`src/rtl/lsq_pkg.sv`:
```
package lsq_pkg;
  typedef enum logic [1:0] {
    AV_OK      = 2'd0,
    AV_LQ_FULL = 2'd1,
    AV_SQ_FULL = 2'd2
  } avail_e;
endpackage

```
`src/rtl/lsq_oldest.sv`:
```
// Finds the entry closest to base, scanning upward with wrap-around.
module lsq_oldest #(
  parameter int IDX_W = 5,
  localparam int N = 1 << IDX_W
) (
  input  logic [N-1:0]     occ,
  input  logic [IDX_W-1:0] base,
  output logic             found,
  output logic [IDX_W-1:0] age
);
  logic [IDX_W-1:0] k;
  always_comb begin
    found = 1'b0;
    age   = '0;
    k     = '0;
    for (int i = N - 1; i >= 0; i--) begin
      k = base + IDX_W'(i);
      if (occ[k]) begin
        found = 1'b1;
        age   = IDX_W'(i);
      end
    end
  end
endmodule

```
`src/rtl/lsq_ready.sv`:
```
// Ordering rules for one queued operation; all ages relative to the same base.
module lsq_ready #(
  parameter int AGE_W = 5
) (
  input  logic             is_ld,
  input  logic             is_st,
  input  logic [AGE_W-1:0] q_age,
  input  logic             noalias,
  input  logic             ld_any,
  input  logic [AGE_W-1:0] ld_age,
  input  logic             st_any,
  input  logic [AGE_W-1:0] st_age,
  input  logic             lb_any,
  input  logic [AGE_W-1:0] lb_age,
  input  logic             sb_any,
  input  logic [AGE_W-1:0] sb_age,
  output logic             ready
);
  logic ld_fence, st_fence;

  // Barrier gates
  assign ld_fence = is_ld && lb_any &&
                    ((q_age > lb_age) || (q_age == lb_age && q_age != ld_age));
  assign st_fence = is_st && sb_any &&
                    ((q_age > sb_age) || (q_age == sb_age && q_age != st_age));

  always_comb begin
    if (!(is_ld || is_st) || ld_fence || st_fence)
      ready = 1'b0;
    else if (noalias && is_ld)
      ready = 1'b1;
    else if (st_any && q_age > st_age)
      ready = 1'b0;
    else if (!ld_any || q_age <= ld_age)
      ready = 1'b1;
    else
      ready = !is_st;
  end
endmodule

```
`src/rtl/lsq_order_unit.sv`:
```
module lsq_order_unit #(
  parameter int TAG_W    = 5,
  parameter int WIN      = 16,
  parameter int LQ_DEPTH = 4,
  parameter int SQ_DEPTH = 4
) (
  input  logic             clk,
  input  logic             rst,
  input  logic [TAG_W-1:0] age_base,
  input  logic             noalias_en,
  input  logic             disp_valid,
  input  logic [TAG_W-1:0] disp_tag,
  input  logic             disp_ld,
  input  logic             disp_st,
  input  logic             disp_bar,
  input  logic             chk_ld,
  input  logic             chk_st,
  output logic [1:0]       avail_code,
  input  logic [TAG_W-1:0] rdy_tag,
  output logic             rdy_ok,
  input  logic             cmp_valid,
  input  logic [TAG_W-1:0] cmp_tag,
  output logic             err_sticky
);
  import lsq_pkg::*;

  localparam int NTAG  = 1 << TAG_W;
  localparam int MAXD  = (LQ_DEPTH > SQ_DEPTH) ? LQ_DEPTH : SQ_DEPTH;
  localparam int CW    = $clog2(MAXD + 1);
  localparam int NFIND = 4;  // load, store, load barrier, store barrier

  logic [NTAG-1:0] ld_occ, st_occ, lb_occ, sb_occ;
  logic [NTAG-1:0] ld_n, st_n, lb_n, sb_n;
  logic [CW-1:0]   ld_cnt, st_cnt, ldc_n, stc_n;

  logic [NTAG-1:0]  occ_v [NFIND];
  logic [NFIND-1:0] fnd;
  logic [TAG_W-1:0] oage  [NFIND];

  assign occ_v[0] = ld_occ;
  assign occ_v[1] = st_occ;
  assign occ_v[2] = lb_occ;
  assign occ_v[3] = sb_occ;

  for (genvar g = 0; g < NFIND; g++) begin : g_find
    lsq_oldest #(.IDX_W(TAG_W)) u_old (
      .occ  (occ_v[g]),
      .base (age_base),
      .found(fnd[g]),
      .age  (oage[g])
    );
  end

  logic [TAG_W-1:0] cmp_age, disp_age, q_age;
  logic             lq_full, sq_full, dup, disp_any, disp_ok, disp_bad;
  logic             rdy_c;

  assign cmp_age  = cmp_tag - age_base;
  assign disp_age = disp_tag - age_base;
  assign q_age    = rdy_tag - age_base;
  assign lq_full  = (ld_cnt == CW'(LQ_DEPTH));
  assign sq_full  = (st_cnt == CW'(SQ_DEPTH));
  assign dup      = ld_occ[disp_tag] | st_occ[disp_tag];
  assign disp_any = disp_valid && (disp_ld || disp_st);
  assign disp_bad = disp_any && (dup || (disp_ld && lq_full) || (disp_st && sq_full));
  assign disp_ok  = disp_any && !disp_bad;

  always_comb begin
    ld_n  = ld_occ;
    st_n  = st_occ;
    lb_n  = lb_occ;
    sb_n  = sb_occ;
    ldc_n = ld_cnt;
    stc_n = st_cnt;
    if (cmp_valid) begin
      if (ld_occ[cmp_tag]) begin
        ld_n[cmp_tag] = 1'b0;
        ldc_n         = ldc_n - CW'(1);
      end
      if (st_occ[cmp_tag]) begin
        st_n[cmp_tag] = 1'b0;
        stc_n         = stc_n - CW'(1);
      end
      if (fnd[2] && cmp_age == oage[2]) lb_n[cmp_tag] = 1'b0;
      if (fnd[3] && cmp_age == oage[3]) sb_n[cmp_tag] = 1'b0;
    end
    if (disp_ok) begin
      if (disp_ld) begin
        ld_n[disp_tag] = 1'b1;
        ldc_n          = ldc_n + CW'(1);
        if (disp_bar) lb_n[disp_tag] = 1'b1;
      end
      if (disp_st) begin
        st_n[disp_tag] = 1'b1;
        stc_n          = stc_n + CW'(1);
        if (disp_bar) sb_n[disp_tag] = 1'b1;
      end
    end
  end

  lsq_ready #(.AGE_W(TAG_W)) u_rdy (
    .is_ld  (ld_occ[rdy_tag]),
    .is_st  (st_occ[rdy_tag]),
    .q_age  (q_age),
    .noalias(noalias_en),
    .ld_any (fnd[0]),
    .ld_age (oage[0]),
    .st_any (fnd[1]),
    .st_age (oage[1]),
    .lb_any (fnd[2]),
    .lb_age (oage[2]),
    .sb_any (fnd[3]),
    .sb_age (oage[3]),
    .ready  (rdy_c)
  );

  always_ff @(posedge clk) begin
    if (rst) begin
      ld_occ     <= '0;
      st_occ     <= '0;
      lb_occ     <= '0;
      sb_occ     <= '0;
      ld_cnt     <= '0;
      st_cnt     <= '0;
      avail_code <= AV_OK;
      rdy_ok     <= 1'b0;
      err_sticky <= 1'b0;
    end else begin
      ld_occ <= ld_n;
      st_occ <= st_n;
      lb_occ <= lb_n;
      sb_occ <= sb_n;
      ld_cnt <= ldc_n;
      st_cnt <= stc_n;
      if (chk_ld && lq_full)      avail_code <= AV_LQ_FULL;
      else if (chk_st && sq_full) avail_code <= AV_SQ_FULL;
      else                        avail_code <= AV_OK;
      rdy_ok <= rdy_c;
      if (disp_bad) err_sticky <= 1'b1;
    end
  end


  lq_bound_chk: assert property (@(posedge clk) disable iff (rst)
    (ld_cnt <= CW'(LQ_DEPTH)) && ($countones(ld_occ) == int'(ld_cnt)));

  sq_bound_chk: assert property (@(posedge clk) disable iff (rst)
    (st_cnt <= CW'(SQ_DEPTH)) && ($countones(st_occ) == int'(st_cnt)));

  avail_lq_chk: assert property (@(posedge clk) disable iff (rst)
    (avail_code == AV_LQ_FULL) |-> ($past(chk_ld) && $past(ld_cnt) == CW'(LQ_DEPTH)));

  err_hold_chk: assert property (@(posedge clk) disable iff (rst)
    err_sticky |=> err_sticky);

  dup_nochange_chk: assert property (@(posedge clk) disable iff (rst)
    (disp_any && dup && !cmp_valid) |=> ($stable(ld_occ) && $stable(st_occ) && err_sticky));

  rdy_queued_chk: assert property (@(posedge clk) disable iff (rst)
    rdy_ok |-> $past(ld_occ[rdy_tag] | st_occ[rdy_tag]));

  window_chk: assert property (@(posedge clk) disable iff (rst)
    disp_valid |-> (int'(disp_age) < WIN));
endmodule

```
`config.mk`:
```
export PLATFORM = sky130hd
export DESIGN_NAME = lsq_order_unit
export DESIGN_NICKNAME = d
export VERILOG_FILES = /design/src/rtl/lsq_pkg.sv /design/src/rtl/lsq_oldest.sv /design/src/rtl/lsq_ready.sv /design/src/rtl/lsq_order_unit.sv
export SDC_FILE = /design/constraint.sdc
export NUM_CORES = 1
export LEC_CHECK = 0
export ABC_AREA = 0
export BUFFER_PORTS_ARGS = -buffer_cell sky130_fd_sc_hd__buf_2
export CAP_MARGIN = 30
export CORE_MARGIN = 2
export CORE_UTILIZATION = 60
export CTS_BUF_LIST = sky130_fd_sc_hd__clkbuf_4
export DETAILED_ROUTE_END_ITERATION = 8
export PLACE_DENSITY = 0.76
export SYNTH_ARGS = -nofsm -noshare
export SYNTH_HDL_FRONTEND = slang
export SYNTH_HIERARCHICAL = 1
export SYNTH_SLANG_ARGS = --single-unit
```
`constraint.sdc`:
```
create_clock -name clk -period 7.55 [get_ports clk]
set_input_delay 1.51 -clock clk [delete_from_list [all_inputs] [get_ports clk]]
set_output_delay 1.51 -clock clk [all_outputs]
set_load 0.02 [all_outputs]
```
# ---- Word level (Yosys, flattened, before mapping)
# Index checks and enable logic that the tools add are counted.
dict set report totals {
  register_bits 138
  latchBits 0
  ramBits 0
  mem_bits_ro 0
  input_bits 30
  output_inout_bits 4
  word_cells 699
  n_memories 0
}
dict set report classes {
  add_sub_neg 37
  multipliers 0
  div 0
  n_lt_le_gt_ge 41
  eq_ne 8
  shift 0
  n_mux 559
  bitwise 10
  reduce_logical 34
}
# cell n
set ops {}
lappend ops {{1-bit binary-select mux with 5-bit select} 134}
lappend ops {{5-bit two-way mux} 128}
lappend ops {{32-bit two-way mux} 18}
lappend ops {{1-bit two-way mux} 268}
lappend ops {{5-bit by 6-bit < comparator with 1-bit output (second input constant)} 35}
lappend ops {{32-bit AND} 4}
lappend ops {{32-bit OR} 4}
lappend ops {{5-bit adder (second input constant)} 16}
lappend ops {{5-bit by 4-bit adder with 5-bit output (second input constant)} 8}
lappend ops {{32-bit NOT} 1}
lappend ops {{3-bit two-way mux} 8}
lappend ops {{5-bit by 3-bit adder with 5-bit output (second input constant)} 4}
lappend ops {{5-bit == test} 4}
lappend ops {{1-bit logical AND} 19}
lappend ops {{5-bit greater-than comparator} 3}
lappend ops {{5-bit by 2-bit adder with 5-bit output (second input constant)} 2}
lappend ops {{1-bit demux with 5-bit select} 2}
lappend ops {{5-bit by 1-bit >= comparator with 1-bit output (second input constant)} 2}
lappend ops {{5-bit inequality test} 2}
lappend ops {{5-bit subtractor} 2}
lappend ops {{1-bit logical OR} 9}
lappend ops {{3-bit by 1-bit adder with 3-bit output (second input constant)} 2}
lappend ops {{3-bit == test (second input constant)} 2}
lappend ops {{3-bit by 1-bit subtractor with 3-bit output (second input constant)} 2}
lappend ops {{other kinds (6)} 10}

# ---- Logic depth before layout (Yosys ltp)
dict set report depth {
  depth_word 43
  mapped_depth 23
  ltp_nobuf 19
}

# ---- Cells and area by module
# Netlist, hierarchy kept.
# module n_inst cells_per_inst area_each_um2 seq_area_each_um2
set modules_own_cells {}
lappend modules_own_cells {lsq_oldest 4 293 3530.9 0.0}
lappend modules_own_cells {lsq_order_unit 1 911 7837.5 2762.6}
lappend modules_own_cells {lsq_ready 1 74 534.3 0.0}

# ---- Worst setup path after synthesis
# OpenSTA, ideal clock, no wires.
dict set report synth_timing {
  path_kind {input to register}
  from {in age_base[0]}
  to {reg lb_occ[10]}
  setup_time_ns 0.126
  t_arrival_ns 6.473
  required_time_ns 7.424
  slack_ns 0.951
  stages 21
  path_buffers 7
  path_cell_list {buf_6 > buf_12 > buf_2 > clkinv_1 > ha_1 > buf_4 > buf_1 > mux4_2 > mux4_2 > mux2_4 > nor3b_2 > o21ai_1 > or3_1 > o21ai_1 > and2_1 > xnor3_1 > or4_1 > clkbuf_1 > clkbuf_1 > o211ai_1 > o21ai_0}
}
# element line
set synth_lines {}
lappend synth_lines {{start, declared} lsq_order_unit.sv:9} ;# input logic [TAG_W-1:0] age_base,
lappend synth_lines {{end signal, assigned} lsq_order_unit.sv:131} ;# lb_occ <= lb_n;
lappend synth_lines {{end, declared} lsq_order_unit.sv:32} ;# logic [NTAG-1:0] ld_occ, st_occ, lb_occ, sb_occ;

==> run summary <==
- path type of the worst min-delay path: reg2reg
- share of flip-flops with an asynchronous set or reset after synthesis: 0%
- DR vias: 20350
- PwrDens: 94.48 mW/mm^2
- Chip Height: 197.6 microns
- Core Area: 0.03679 sq mm
- Clock Pin Slew Worst Setup and Hold Paths: 0.12 ns
- number of synthesized flops with an enable pin: 0
- DRC marker count from the first detailed-route iteration: 3004
- global-route wire length before repair: 110400 microns
- maximum vdd drop: 122.6 uV
- Final Setup Violations: 0
- top area cells in the synthesized netlist: mux4_2 (28%), dfxtp_1 (12%), mux4_1 (7.9%)
- transition at the pin with the smallest max-transition slack: 0.9940 ns
- CTS resizes: 0
- startpoint kind of the worst setup timing path: input pin
- effective utilization at floorplan: 61.15%
- initial antenna violation count: 7
- Final #Nets: 2207
- commonest non-fill, non-tap cell in the layout: mux4_2
- Setup Total Neg Slack: 0 ns
- buffer cell driving the clock tree root: clkbuf_4
- count of yosys warnings during synthesis: 6
- setup repair bufs after CTS: 0
- clock latency of the later-clocked register in the worst-skew pair: 0.56 ns
- max incr delay on CP: 0.80 ns
- Slew HR: 33.26%
- total power draw: 2173 uW
- Critical Path End Type: flop
- required time of the critical path: 7.93 ns
- most instantiated flip-flop cell in the synthesis netlist: dfxtp_1
- sequential-to-total area share from yosys stat: 12.28%
- logic depth of the worst register-to-register path: 13
- post-route cell area: 0.02300 sq mm
- Finished Core Util: 62.51%
- clock sinks: 138
- number of I/O pins: 34
- clock skew: 0.03442 ns
- hold path endpoint: err_sticky
- Final Slew Violations: 0
- die extent in x: 197.6 microns
- row cnt: 70
- leading area contributor after synthesis: mux4_2
- full die area: 0.03906 sq mm
- unrepaired setup endpoints after global routing: no
- arrival time reported for the critical path endpoint: 6.86 ns
- leakage power of the design: 0.008781 uW
- maximum number of pins on one net before global-route repair: 102
- drt wl/cell: 27.84 microns
- hold wc startpoint: err_sticky
- Detailed Place HPWL: 54040 microns
- reg-to-reg slack, setup: 2.81 ns
- mean instance size in the synthesized netlist: 10.43 sq um
- Setup CP Type: in2reg
- distinct cell type count after synthesis: 93
- R2R Path End: lb_occ[9]
- share of the synthesized area in the top cell type: 27.83%
- layout cells sized above 1: 23.26%
- critical path, cell by cell: buf_6 > buf_4 > ha_1 > xnor2_1 > mux4_2 > mux2_4 > nor3b_2 > o21ai_1 > or3_1 > o21ai_1 > and2_1 > xnor3_1 > or4_1 > buf_4 > o211ai_1 > o21ai_0
- Max Cap Violations: 0
- detailed route wirelength on metal2: 30990 microns
- area delta synth->final: 2.225%
- drt drc: 0
- detailed-routing iteration count for the pre-antenna-repair pass: 8
- routed metal-1 wirelength: 27160 microns
- CTS tree: built
- final RePlAce weighted congestion: 1.008
- H-tree levels: 4
- reg2reg start: lb_occ[28]
- number of cells on the worst hold path: 1
- Overflow after GRT: 0
- drt total wl: 71700 microns
- number of global-route vias before repair: 19200
- Min Clock Period, post-route: 6.482 ns
- status: complete, no violations
- library cell contributing the largest single delay on the critical path: xnor2_1
- synthesized area: 0.02250 sq mm
- post-synthesis sequential element count: 138
- f_max: 0.1543 GHz
- total CTS buffers: 17
- Port-buffer cells: 33
- Routed Antenna Nets: 0
- metal3 WL: 10020 microns
- post-route fraction of the period consumed by the critical path: 85.85%
- maximum fanout count along the critical path: 47
- Max Used Layer: met5
- largest buffer count on any clock path: 2
- via count normalized by instance count: 7.903
- overall routing resource usage: 36.31%
- syn nets: 2275
- DP Area: 0.02270 sq mm
- most frequent cells in the layout: mux4_2 (278), mux2i_1 (176), nand2_1 (151), dfxtp_1 (138), nor2_1 (121)
- number of cells produced by synthesis: 2157
- quantity of hold-fixing buffers added after cts: 0
- Final Hold Vio Count: 0
## how the worst max path moves through the flow
| stage | slack [ns] | cells after the start | endpoint | start |
|---|---|---|---|---|
| global route | 0.87 | 16 | lb_occ[22] | age_base[0] |
| global placement | 0.73 | 17 | lb_occ[31] | age_base[0] |
| CTS | 1.15 | 16 | lb_occ[9] | age_base[0] |
| detailed placement | 0.58 | 16 | lb_occ[22] | age_base[0] |
| floorplan | 0.95 | 21 | lb_occ[10] | age_base[0] |
| finish | 1.07 | 16 | lb_occ[9] | age_base[0] |
## synthesized netlist by cell type, types with 20 or more instances
library cell / number
nor3_1: 27
mux4_1: 68
buf_2: 41
clkbuf_1: 76
inv_1: 71
nand2_1: 151
nor2_1: 121
nand3_1: 100
a21oi_1: 58
o211ai_1: 72
and2_1: 28
nor2b_1: 25
mux4_2: 278
xor2_1: 37
o21ai_1: 20
xnor2_1: 73
mux2_2: 34
mux2i_1: 176
ha_1: 86
nand2b_1: 22
dfxtp_1: 138
o21ai_0: 116
## worst max-delay path, delay by kind of cell
family                     cells  cell delay (ns)
and+or+nand+nor                4             1.38
xor gates and xnor gates       2             1.16
muxes                          2             0.98
adders and majority gates      1             0.39
buffers and inverters          3             0.77
AOI/OAI and AO/OA              4             0.58
## power breakdown
| part | total, uW | internal (uW) | switching, uW |
|---|---|---|---|
| clock network | 473 | 169 | 304 |
| logic | 946 | 394 | 551 |
| registers | 754 | 739 | 14.6 |
| total | 2170 | 1300 | 870 |
## area by class of cell
class                   count  area, sq um
fillers                  2970        13790
clock inverters            15        138.9
flip-flops and latches    138         2763
diodes                      5        12.51
inverters                  80        300.3
clock buffers              17        127.6
well taps                 468        585.6
repair buffers             74        525.5
multi-input cells        1778        18540
## metal layers
layer,vias to the layer above,GRT usage (%)
li1,8536,-
met1,9990,50.87
met2,1534,53.77
met3,289,9.510
met4,2,14.76
met5,-,0
## metrics by stage
| step | hold WS (ns) | worst slack [ns] | cells |
|---|---|---|---|
| 3_5_place_dp | 0.4892 | 0.5826 | 2536 |
| 3_3_place_gp | 0.4467 | 0.7343 | 2532 |
| 5_1_grt | 0.5389 | 0.8689 | 2575 |
| 4_1_cts | 0.5216 | 1.152 | 2568 |
| 6_report | 0.5171 | 1.068 | 2575 |
| 2_1_floorplan | 0.5034 | 0.9511 | 2157 |
## cells by family after synthesis
logic type                 count (synthesis)  synth area share, %
and+or+nand+nor                          567                12.74
muxes                                    570                46.28
AOI/OAI and AO/OA                        434                13.38
DFF                                      138                12.28
xor gates and xnor gates                 119                5.045
adders and majority gates                 88                4.961
buffers and inverters                    241                5.317
## state kept, by name, summed over array words and instances (netlist names)
signal / cells
avail_code: 2
st_cnt: 3
st_occ: 32
ld_cnt: 3
lb_occ: 32
rdy_ok: 1
ld_occ: 32
sb_occ: 32
err_sticky: 1
No activity file was read; power rests on OpenSTA's default activity.
